**src/rtl/pgw_pkg.sv**
```systemverilog
package pgw_pkg;
  localparam int XLEN     = 64;
  localparam int PTE_V    = 0;
  localparam int PTE_REF  = 1;
  localparam int PTE_DRT  = 2;
  localparam int PERM_LSB = 3;
  localparam int PERM_W   = 6;
  // wanted-permission bits that denote a write (user and supervisor)
  localparam logic [PERM_W-1:0] WRITE_MASK = 6'b010010;

  typedef enum logic [2:0] {
    W_IDLE, W_RREQ, W_RWAIT, W_WREQ, W_WWAIT, W_DONE
  } wstate_e;
endpackage

```
**src/rtl/pgw_addr.sv**
```systemverilog
module pgw_addr import pgw_pkg::*; #(
  parameter int LEVELS    = 3,
  parameter int IDX_BITS  = 10,
  parameter int PG_SHIFT  = 12,
  parameter int PTE_BYTES = 8,
  localparam int LVL_W    = (LEVELS > 1) ? $clog2(LEVELS) : 1,
  localparam int OFS      = $clog2(PTE_BYTES)
) (
  input  logic [XLEN-1:0]  va,
  input  logic [XLEN-1:0]  base,
  input  logic [LVL_W-1:0] lvl,
  output logic [XLEN-1:0]  addr
);
  logic [IDX_BITS-1:0] idx;

  // pick the index field belonging to the current level
  always_comb begin
    idx = '0;
    for (int l = 0; l < LEVELS; l++) begin
      if (lvl == LVL_W'(l)) idx = va[PG_SHIFT + l*IDX_BITS +: IDX_BITS];
    end
  end

  assign addr = base + (XLEN'(idx) << OFS);
endmodule

```
**src/rtl/pgw_leaf.sv**
```systemverilog
module pgw_leaf import pgw_pkg::*; #(
  parameter int LEVELS   = 3,
  parameter int IDX_BITS = 10,
  parameter int PG_SHIFT = 12,
  localparam int LVL_W   = (LEVELS > 1) ? $clog2(LEVELS) : 1
) (
  input  logic [XLEN-1:0]   pte,
  input  logic [PERM_W-1:0] want,
  input  logic [XLEN-1:0]   va,
  input  logic [LVL_W-1:0]  lvl,
  output logic              is_leaf,
  output logic              need_wr,
  output logic [XLEN-1:0]   upd_pte,
  output logic [XLEN-1:0]   fill_pte
);
  logic [PERM_W-1:0] perm;
  logic              hit;
  logic [XLEN-1:0]   vpn;
  logic [XLEN-1:0]   low_mask;

  assign perm    = pte[PERM_LSB +: PERM_W];
  assign is_leaf = pte[PTE_V] && (|perm);
  assign hit     = |(perm & want);

  // referenced/dirty marking, only when the leaf grants something wanted
  always_comb begin
    upd_pte = pte;
    if (hit) begin
      upd_pte[PTE_REF] = 1'b1;
      if (|(want & WRITE_MASK)) upd_pte[PTE_DRT] = 1'b1;
    end
  end

  assign need_wr = (upd_pte != pte);

  // superpage: the page number bits below this level are not translated
  assign vpn = va >> PG_SHIFT;
  always_comb begin
    low_mask = '0;
    for (int l = 0; l < LEVELS; l++) begin
      if (lvl == LVL_W'(l)) low_mask = (XLEN'(1) << (l*IDX_BITS)) - XLEN'(1);
    end
  end

  assign fill_pte = upd_pte | ((vpn & low_mask) << PG_SHIFT);
endmodule

```
**src/rtl/pgwalk.sv**
```systemverilog
module pgwalk import pgw_pkg::*; #(
  parameter int LEVELS    = 3,
  parameter int IDX_BITS  = 10,
  parameter int PG_SHIFT  = 12,
  parameter int PTE_BYTES = 8
) (
  input  logic              clk,
  input  logic              rst_n,
  input  logic              start,
  input  logic [XLEN-1:0]   va,
  input  logic [PERM_W-1:0] want,
  input  logic [XLEN-1:0]   root_base,
  output logic              busy,
  output logic              done,
  output logic [XLEN-1:0]   pte_out,
  output logic              mem_req,
  output logic              mem_we,
  output logic [XLEN-1:0]   mem_addr,
  output logic [XLEN-1:0]   mem_wdata,
  input  logic              mem_rsp_valid,
  input  logic [XLEN-1:0]   mem_rdata
);
  localparam int LVL_W   = (LEVELS > 1) ? $clog2(LEVELS) : 1;
  localparam int VA_BITS = LEVELS*IDX_BITS + PG_SHIFT;
  localparam int HI_W    = XLEN - VA_BITS + 1;

  wstate_e           state_q, state_d;
  logic [LVL_W-1:0]  lvl_q, lvl_d;
  logic [XLEN-1:0]   base_q, base_d;
  logic [XLEN-1:0]   va_q, va_d;
  logic [PERM_W-1:0] want_q, want_d;
  logic [XLEN-1:0]   wpte_q, wpte_d;
  logic [XLEN-1:0]   res_q, res_d;

  logic [HI_W-1:0] va_hi;
  logic            canon_ok;
  logic [XLEN-1:0] rd_addr;
  logic            is_leaf, need_wr;
  logic [XLEN-1:0] upd_pte, fill_pte;

  assign va_hi    = va[XLEN-1:VA_BITS-1];
  assign canon_ok = (&va_hi) || !(|va_hi);

  pgw_addr #(.LEVELS(LEVELS), .IDX_BITS(IDX_BITS), .PG_SHIFT(PG_SHIFT),
             .PTE_BYTES(PTE_BYTES)) i_addr (
    .va(va_q), .base(base_q), .lvl(lvl_q), .addr(rd_addr));

  pgw_leaf #(.LEVELS(LEVELS), .IDX_BITS(IDX_BITS), .PG_SHIFT(PG_SHIFT)) i_leaf (
    .pte(mem_rdata), .want(want_q), .va(va_q), .lvl(lvl_q),
    .is_leaf(is_leaf), .need_wr(need_wr), .upd_pte(upd_pte), .fill_pte(fill_pte));

  // next-state process
  always_comb begin
    state_d = state_q;
    lvl_d   = lvl_q;
    base_d  = base_q;
    va_d    = va_q;
    want_d  = want_q;
    wpte_d  = wpte_q;
    res_d   = res_q;
    case (state_q)
      W_IDLE: if (start) begin
        va_d    = va;
        want_d  = want;
        base_d  = root_base;
        lvl_d   = LVL_W'(LEVELS-1);
        res_d   = '0;
        state_d = canon_ok ? W_RREQ : W_DONE;
      end
      W_RREQ: state_d = W_RWAIT;
      W_RWAIT: if (mem_rsp_valid) begin
        if (!mem_rdata[PTE_V]) begin
          res_d   = '0;
          state_d = W_DONE;
        end else if (is_leaf) begin
          wpte_d  = upd_pte;
          res_d   = fill_pte;
          state_d = need_wr ? W_WREQ : W_DONE;
        end else if (lvl_q == '0) begin
          res_d   = '0;
          state_d = W_DONE;
        end else begin
          base_d  = {mem_rdata[XLEN-1:PG_SHIFT], {PG_SHIFT{1'b0}}};
          lvl_d   = lvl_q - 1'b1;
          state_d = W_RREQ;
        end
      end
      W_WREQ:  state_d = W_WWAIT;
      W_WWAIT: if (mem_rsp_valid) state_d = W_DONE;
      W_DONE:  state_d = W_IDLE;
      default: state_d = W_IDLE;
    endcase
  end

  // register process
  always_ff @(posedge clk or negedge rst_n) begin
    if (!rst_n) begin
      state_q <= W_IDLE;
      lvl_q   <= '0;
      base_q  <= '0;
      va_q    <= '0;
      want_q  <= '0;
      wpte_q  <= '0;
      res_q   <= '0;
    end else begin
      state_q <= state_d;
      lvl_q   <= lvl_d;
      base_q  <= base_d;
      va_q    <= va_d;
      want_q  <= want_d;
      wpte_q  <= wpte_d;
      res_q   <= res_d;
    end
  end

  assign busy      = (state_q != W_IDLE) && (state_q != W_DONE);
  assign done      = (state_q == W_DONE);
  assign pte_out   = res_q;
  assign mem_req   = (state_q == W_RREQ) || (state_q == W_WREQ);
  assign mem_we    = (state_q == W_WREQ);
  assign mem_addr  = rd_addr;
  assign mem_wdata = wpte_q;

  // a request never lasts more than one cycle
  p_req_pulse_r11: assert property (@(posedge clk) disable iff (!rst_n)
    mem_req |=> !mem_req);
  // done is a single-cycle pulse with busy low
  p_done_pulse_r2: assert property (@(posedge clk) disable iff (!rst_n)
    done |=> !done);
  p_done_idle_r2: assert property (@(posedge clk) disable iff (!rst_n)
    done |-> !busy);
  // every write-back carries a valid, referenced entry
  p_wr_ref_r7: assert property (@(posedge clk) disable iff (!rst_n)
    (mem_req && mem_we) |-> (mem_wdata[PTE_REF] && mem_wdata[PTE_V]));
  // a non-canonical address completes at once with a zero result
  p_noncanon_r3: assert property (@(posedge clk) disable iff (!rst_n)
    (start && !busy && !done && !canon_ok) |=> (done && pte_out == '0));
  // the write-back address matches the address the leaf was read from
  p_wr_addr_r9: assert property (@(posedge clk) disable iff (!rst_n)
    (mem_req && mem_we) |-> (mem_addr == $past(mem_addr, 2)));
endmodule

```
**config.mk**
```make
export PLATFORM = sky130hd
export DESIGN_NAME = pgwalk
export DESIGN_NICKNAME = d
export VERILOG_FILES = /design/src/rtl/pgw_pkg.sv /design/src/rtl/pgw_addr.sv /design/src/rtl/pgw_leaf.sv /design/src/rtl/pgwalk.sv
export SDC_FILE = /design/constraint.sdc
export NUM_CORES = 1
export LEC_CHECK = 0
export ABC_AREA = 1
export BUFFER_PORTS_ARGS = -buffer_cell sky130_fd_sc_hd__buf_2
export CORE_MARGIN = 2
export CORE_UTILIZATION = 30
export DETAILED_ROUTE_END_ITERATION = 8
export SLEW_MARGIN = 20
export SYNTH_ARGS = -nofsm -noshare
export SYNTH_HDL_FRONTEND = slang
export SYNTH_HIERARCHICAL = 1
export SYNTH_SLANG_ARGS = --single-unit
export TNS_END_PERCENT = 1
```
**constraint.sdc**
```tcl
create_clock -name clk -period 4.27 [get_ports clk]
set_clock_uncertainty 0.05 [all_clocks]
set_input_delay 0.2135 -clock clk [delete_from_list [all_inputs] [get_ports clk]]
set_output_delay 0.2135 -clock clk [all_outputs]
set_load 0.03 [all_outputs]
```
# Yosys cells after proc, flatten, opt, wreduce, memory -nomap -nowiden
# Index checks and enable logic that the tools add are counted.
[word_totals]
regBits = 267
input_bits = 202
output_inout_bits = 196
word_cells = 81
[op_classes]
addsub = 2
n_eq_ne = 16
muxes = 34
bitwise = 3
n_reduce_logical = 19
[op_table]
columns = ["operator", "count"]
rows = [
  ["$mux 64", 10],
  ["$pmux 64 s2", 2],
  ["$add 64x13->64", 1],
  ["$or 64x64->64", 1],
  ["$and 52x20->52", 1],
  ["$mux 10", 4],
  ["$mux 3", 8],
  ["$reduce_and 23->1", 1],
  ["$reduce_or 23->1", 1],
  ["$mux 20", 1],
  ["$pmux 3 s5", 1],
  ["$mux 2", 6],
  ["$ne 2x2->1 const B", 6],
  ["$reduce_or 6->1", 2],
  ["$reduce_and 4->1", 2],
  ["$and 6x6->6", 1],
  ["$eq 3x2->1 const B", 2],
  ["$eq 3x3->1 const B", 2],
  ["$reduce_and 6->1", 1],
  ["$ne 4x3->1 const B", 1],
  ["$pmux 2 s2", 1],
  ["$eq 3x1->1 const B", 1],
  ["$logic_not 3->1", 1],
  ["$ne 3x3->1 const B", 1],
  ["other kinds (14)", 16],
]

# Depth between registers and ports, before layout
[depth]
ltp_word = 9
ltp_mapped = 19
mapped_depth_nobuf = 18

# Modules after synthesis
# The synthesis kept the hierarchy.
[by_module_without_submodules]
columns = ["module", "n_inst", "cells_each", "area_each_um2", "seq_area_each_um2"]
rows = [
  ["pgwalk", 1, 1085, 11061.9, 6681.4],
  ["pgw_addr", 1, 560, 2807.7, 0.0],
  ["pgw_leaf", 1, 167, 1119.8, 0.0],
]

# Worst setup path before layout
# No wires, ideal clock.
[synth_path]
path_kind = "register to output"
from = "register lvl_q[0]"
to = "output port mem_addr[15]"
arrival_time_ns = 2.828
required_ns = 4.007
setup_slack_ns = 1.178
stages_incl_launch_ff = 17
path_cell_list = "dfrtp_1 -> clkbuf_1 -> nor2_1 -> inv_1 -> o22ai_1 -> nor2_1 -> ha_1 -> inv_1 -> fa_1 -> inv_1 -> nand3_1 -> nand2_1 -> nand2_1 -> nand2_1 -> nand2_1 -> nand2_2 -> xor2_1"
[synth_via]
elab_chain_cells = 5
[synth_rtl]
columns = ["item", "line", "text"]
rows = [
  ["from (decl)", "pgwalk.sv:28", "logic [LVL_W-1:0] lvl_q, lvl_d;"],
  ["from (signal assigned)", "pgwalk.sv:107", "lvl_q <= lvl_d;"],
  ["$logic_not 2->1", "--", ""],
  ["$mux 10 (2 in series)", "pgw_addr.sv:20", "if (lvl == LVL_W'(l)) idx = va[PG_SHIFT + l*IDX_BITS +: IDX_BITS];"],
  ["$mux 10 (*)", "pgw_addr.sv:20", ""],
  ["$add 64x13->64 (*)", "pgw_addr.sv:24", "assign addr = base + (XLEN'(idx) << OFS);"],
  ["to (decl)", "pgwalk.sv:18", "output logic [XLEN-1:0] mem_addr,"],
]
# Mark *: on every way between the ends. The rest lies on a longest branch, timed or not.

# Worst setup path in the final report
[layout_path]
from = "register lvl_q[1]"
to = "output port mem_addr[19]"
# Same word-level chain as after synthesis.

==> reports/results.tsv <==
stage	metric	value	unit
setup_path	worstPathRequired	4010	ps
timing	finalSetupViolations	0	
global_route	grt_overflow_total	0	
cells_and_area	layout-drive-gt1-share	25.7	%
global_route	grt_pass1_wl	73900	µm
placed_design	place_inst	2494	
hold_path	hold_start	root_base[51]	
yosys	syn_nets	1888	
die	num_io_pins	398	
timing	min_period	4060	ps
cells_and_area	synthToLayoutAreaGrowth	29.6	%
timing	slew_violations	0	
setup_path	reg2reg_from	state_q[2]	
setup_path	worst-setup-path-type	reg -> out	
cells_and_area	num-nets-final	2291	
clocking	insertion_delay	550	ps
yosys	synth.avg_cell_area	8.21	µm²
timing	finalCritPeriodShare	95.1	%
setup_path	cp_max_fo	11	
global_route	grt_pass1_vias	12807	
global_route	grt_util_all_layers	20.1	%
timing	finalHoldViolations	0	
yosys	yosys_warnings	6	
clocking	htreeDepth	1	
placed_design	place_congestion	0.870	
placed_design	portBuffers	385	
power_and_ir_drop	max-vdd-ir-drop	0.000772	V
drt	dr.pass1.iters	5	
die	core-area	0.0453	mm²
timing	timing.setup.tns	0	ps
power_and_ir_drop	leakage	9.33	nW
drt	remaining_drc_errors	0	
power_and_ir_drop	total_power	12.5	mW
hold_path	hold_path.class	in -> reg	
global_route	grt_start_max_net_pins	129	
clocking	cts_buffers	27	
clocking	clk_pin_slew	60	ps
setup_path	arrival	3800	ps
cells_and_area	final_common_cell	nand2_1	
yosys	synthCells	1673	
timing	relSlewSlack	32.6	%
die	dieArea	0.0475	mm²
drt	vias	12720	
clocking	cts_buffer_depth	3	
yosys	synth.cell_area	0.0137	mm²
cells_and_area	stdcell_count	2701	
status	status	finished, final reports clean	
setup_path	worstSetupStartpointType	flop	
global_route	grt_antenna_before_repair	6	
flow_run	max-cap-violations	0	
drt	drt-initial-drc-count	671	
clocking	root_buffer	clkbuf_16	
drt	drt-total-wl	48900	µm
placed_design	place_hpwl	36400	µm
timing	worst_pin_slew	1010	ps
die	die_h	218	µm
drt	wl_per_cell	18.1	µm
cells_and_area	final_cell_mix	nand2_1, buf_2, dfrtp_1	
die	die_w	218	µm
clocking	cts_tree	done	
drt	via_per_inst	4.71	
timing	rsz0062_at_grt	no	
setup_path	crit_start	lvl_q[1]	
die	start_util	30.3	%
drt	ant_nets	0	
power_and_ir_drop	pwr_density_cell	704	mW/mm²
die	rows	78	
setup_path	end_kind	primary output	
clocking	cts_sinks	233	
timing	fmax	246	MHz
cell type report:
| type | count | area, µm² |
|---|---|---|
| well taps | 600 | 751 |
| fillers | 4595 | 27500 |
| diodes | 4 | 10.0 |
| inverters | 95 | 357 |
| repair buffers | 545 | 3560 |
| clock inverters | 9 | 106 |
| flip-flops and latches | 233 | 5830 |
| multi-input cells | 1174 | 6390 |
| clock buffers | 41 | 808 |
per-stage QoR:
step	cell area [µm²]	utilization (%)	hold slack, ps	worst slack (ps)
detailed placement	15300	33.9	278	606
global route	17800	39.3	12.4	6.45
global placement	15300	33.9	251	688
floorplan	13700	-	-132	1180
CTS	17800	39.2	0.0613	103
finish	17800	39.3	4.83	210
registers in the layout, indices dropped and copies added, names as in the netlist:
signal	cells
state_q	3
base_q	64
va_q	30
mem_wdata	64
pte_out	64
want_q	6
lvl_q	2
power breakdown:
| part | internal, mW | switching (mW) | total, mW |
|---|---|---|---|
| sequential | 2.97 | 0.911 | 3.88 |
| clock | 1.43 | 0.962 | 2.39 |
| combinational | 1.89 | 4.38 | 6.27 |
routing by layer:
layer / GRT usage (%) / part of all wire, %
met3: 3.95 / 6.3
met4: 7.66 / 3.8
met5: 0 / 0.027
met1: 26.1 / 44
met2: 33.2 / 46
worst paths after layout:
check | cells past startpoint | to | slack [ps]
max in group asynchronous | 3 | lvl_q[0] | 2800
hold reg to reg | 2 | base_q[1] | 430
setup reg to reg | 6 | base_q[30] | 1650
min in group asynchronous | 2 | mem_wdata[37] | 210
setup / recovery | 17 | mem_addr[19] | 210
hold / removal | 3 | base_q[51] | 5
worst max-delay path, stage by stage, from the launching register on:
cell,delay [ps]
dfrtp_1,450
inv_2,170
nor2_1,140
inv_1,140
o22ai_1,90
nor2_1,190
ha_2,270
inv_1,60
fa_1,400
inv_1,90
nand3_1,60
nand2_1,170
nand2_1,70
nand2_1,160
nand2_1,90
o21ai_2,110
xor2_1,310
buf_2,270
timing repair:
action / in CTS / in global routing
gates resized for setup: 1 / 5
hold buffers: 152 / 1
endpoints found under the hold margin: 293 / 1
endpoints found under the setup margin: 1 / 9
buffers inserted: 0 / 0
Power figures use the tool's default switching activity.
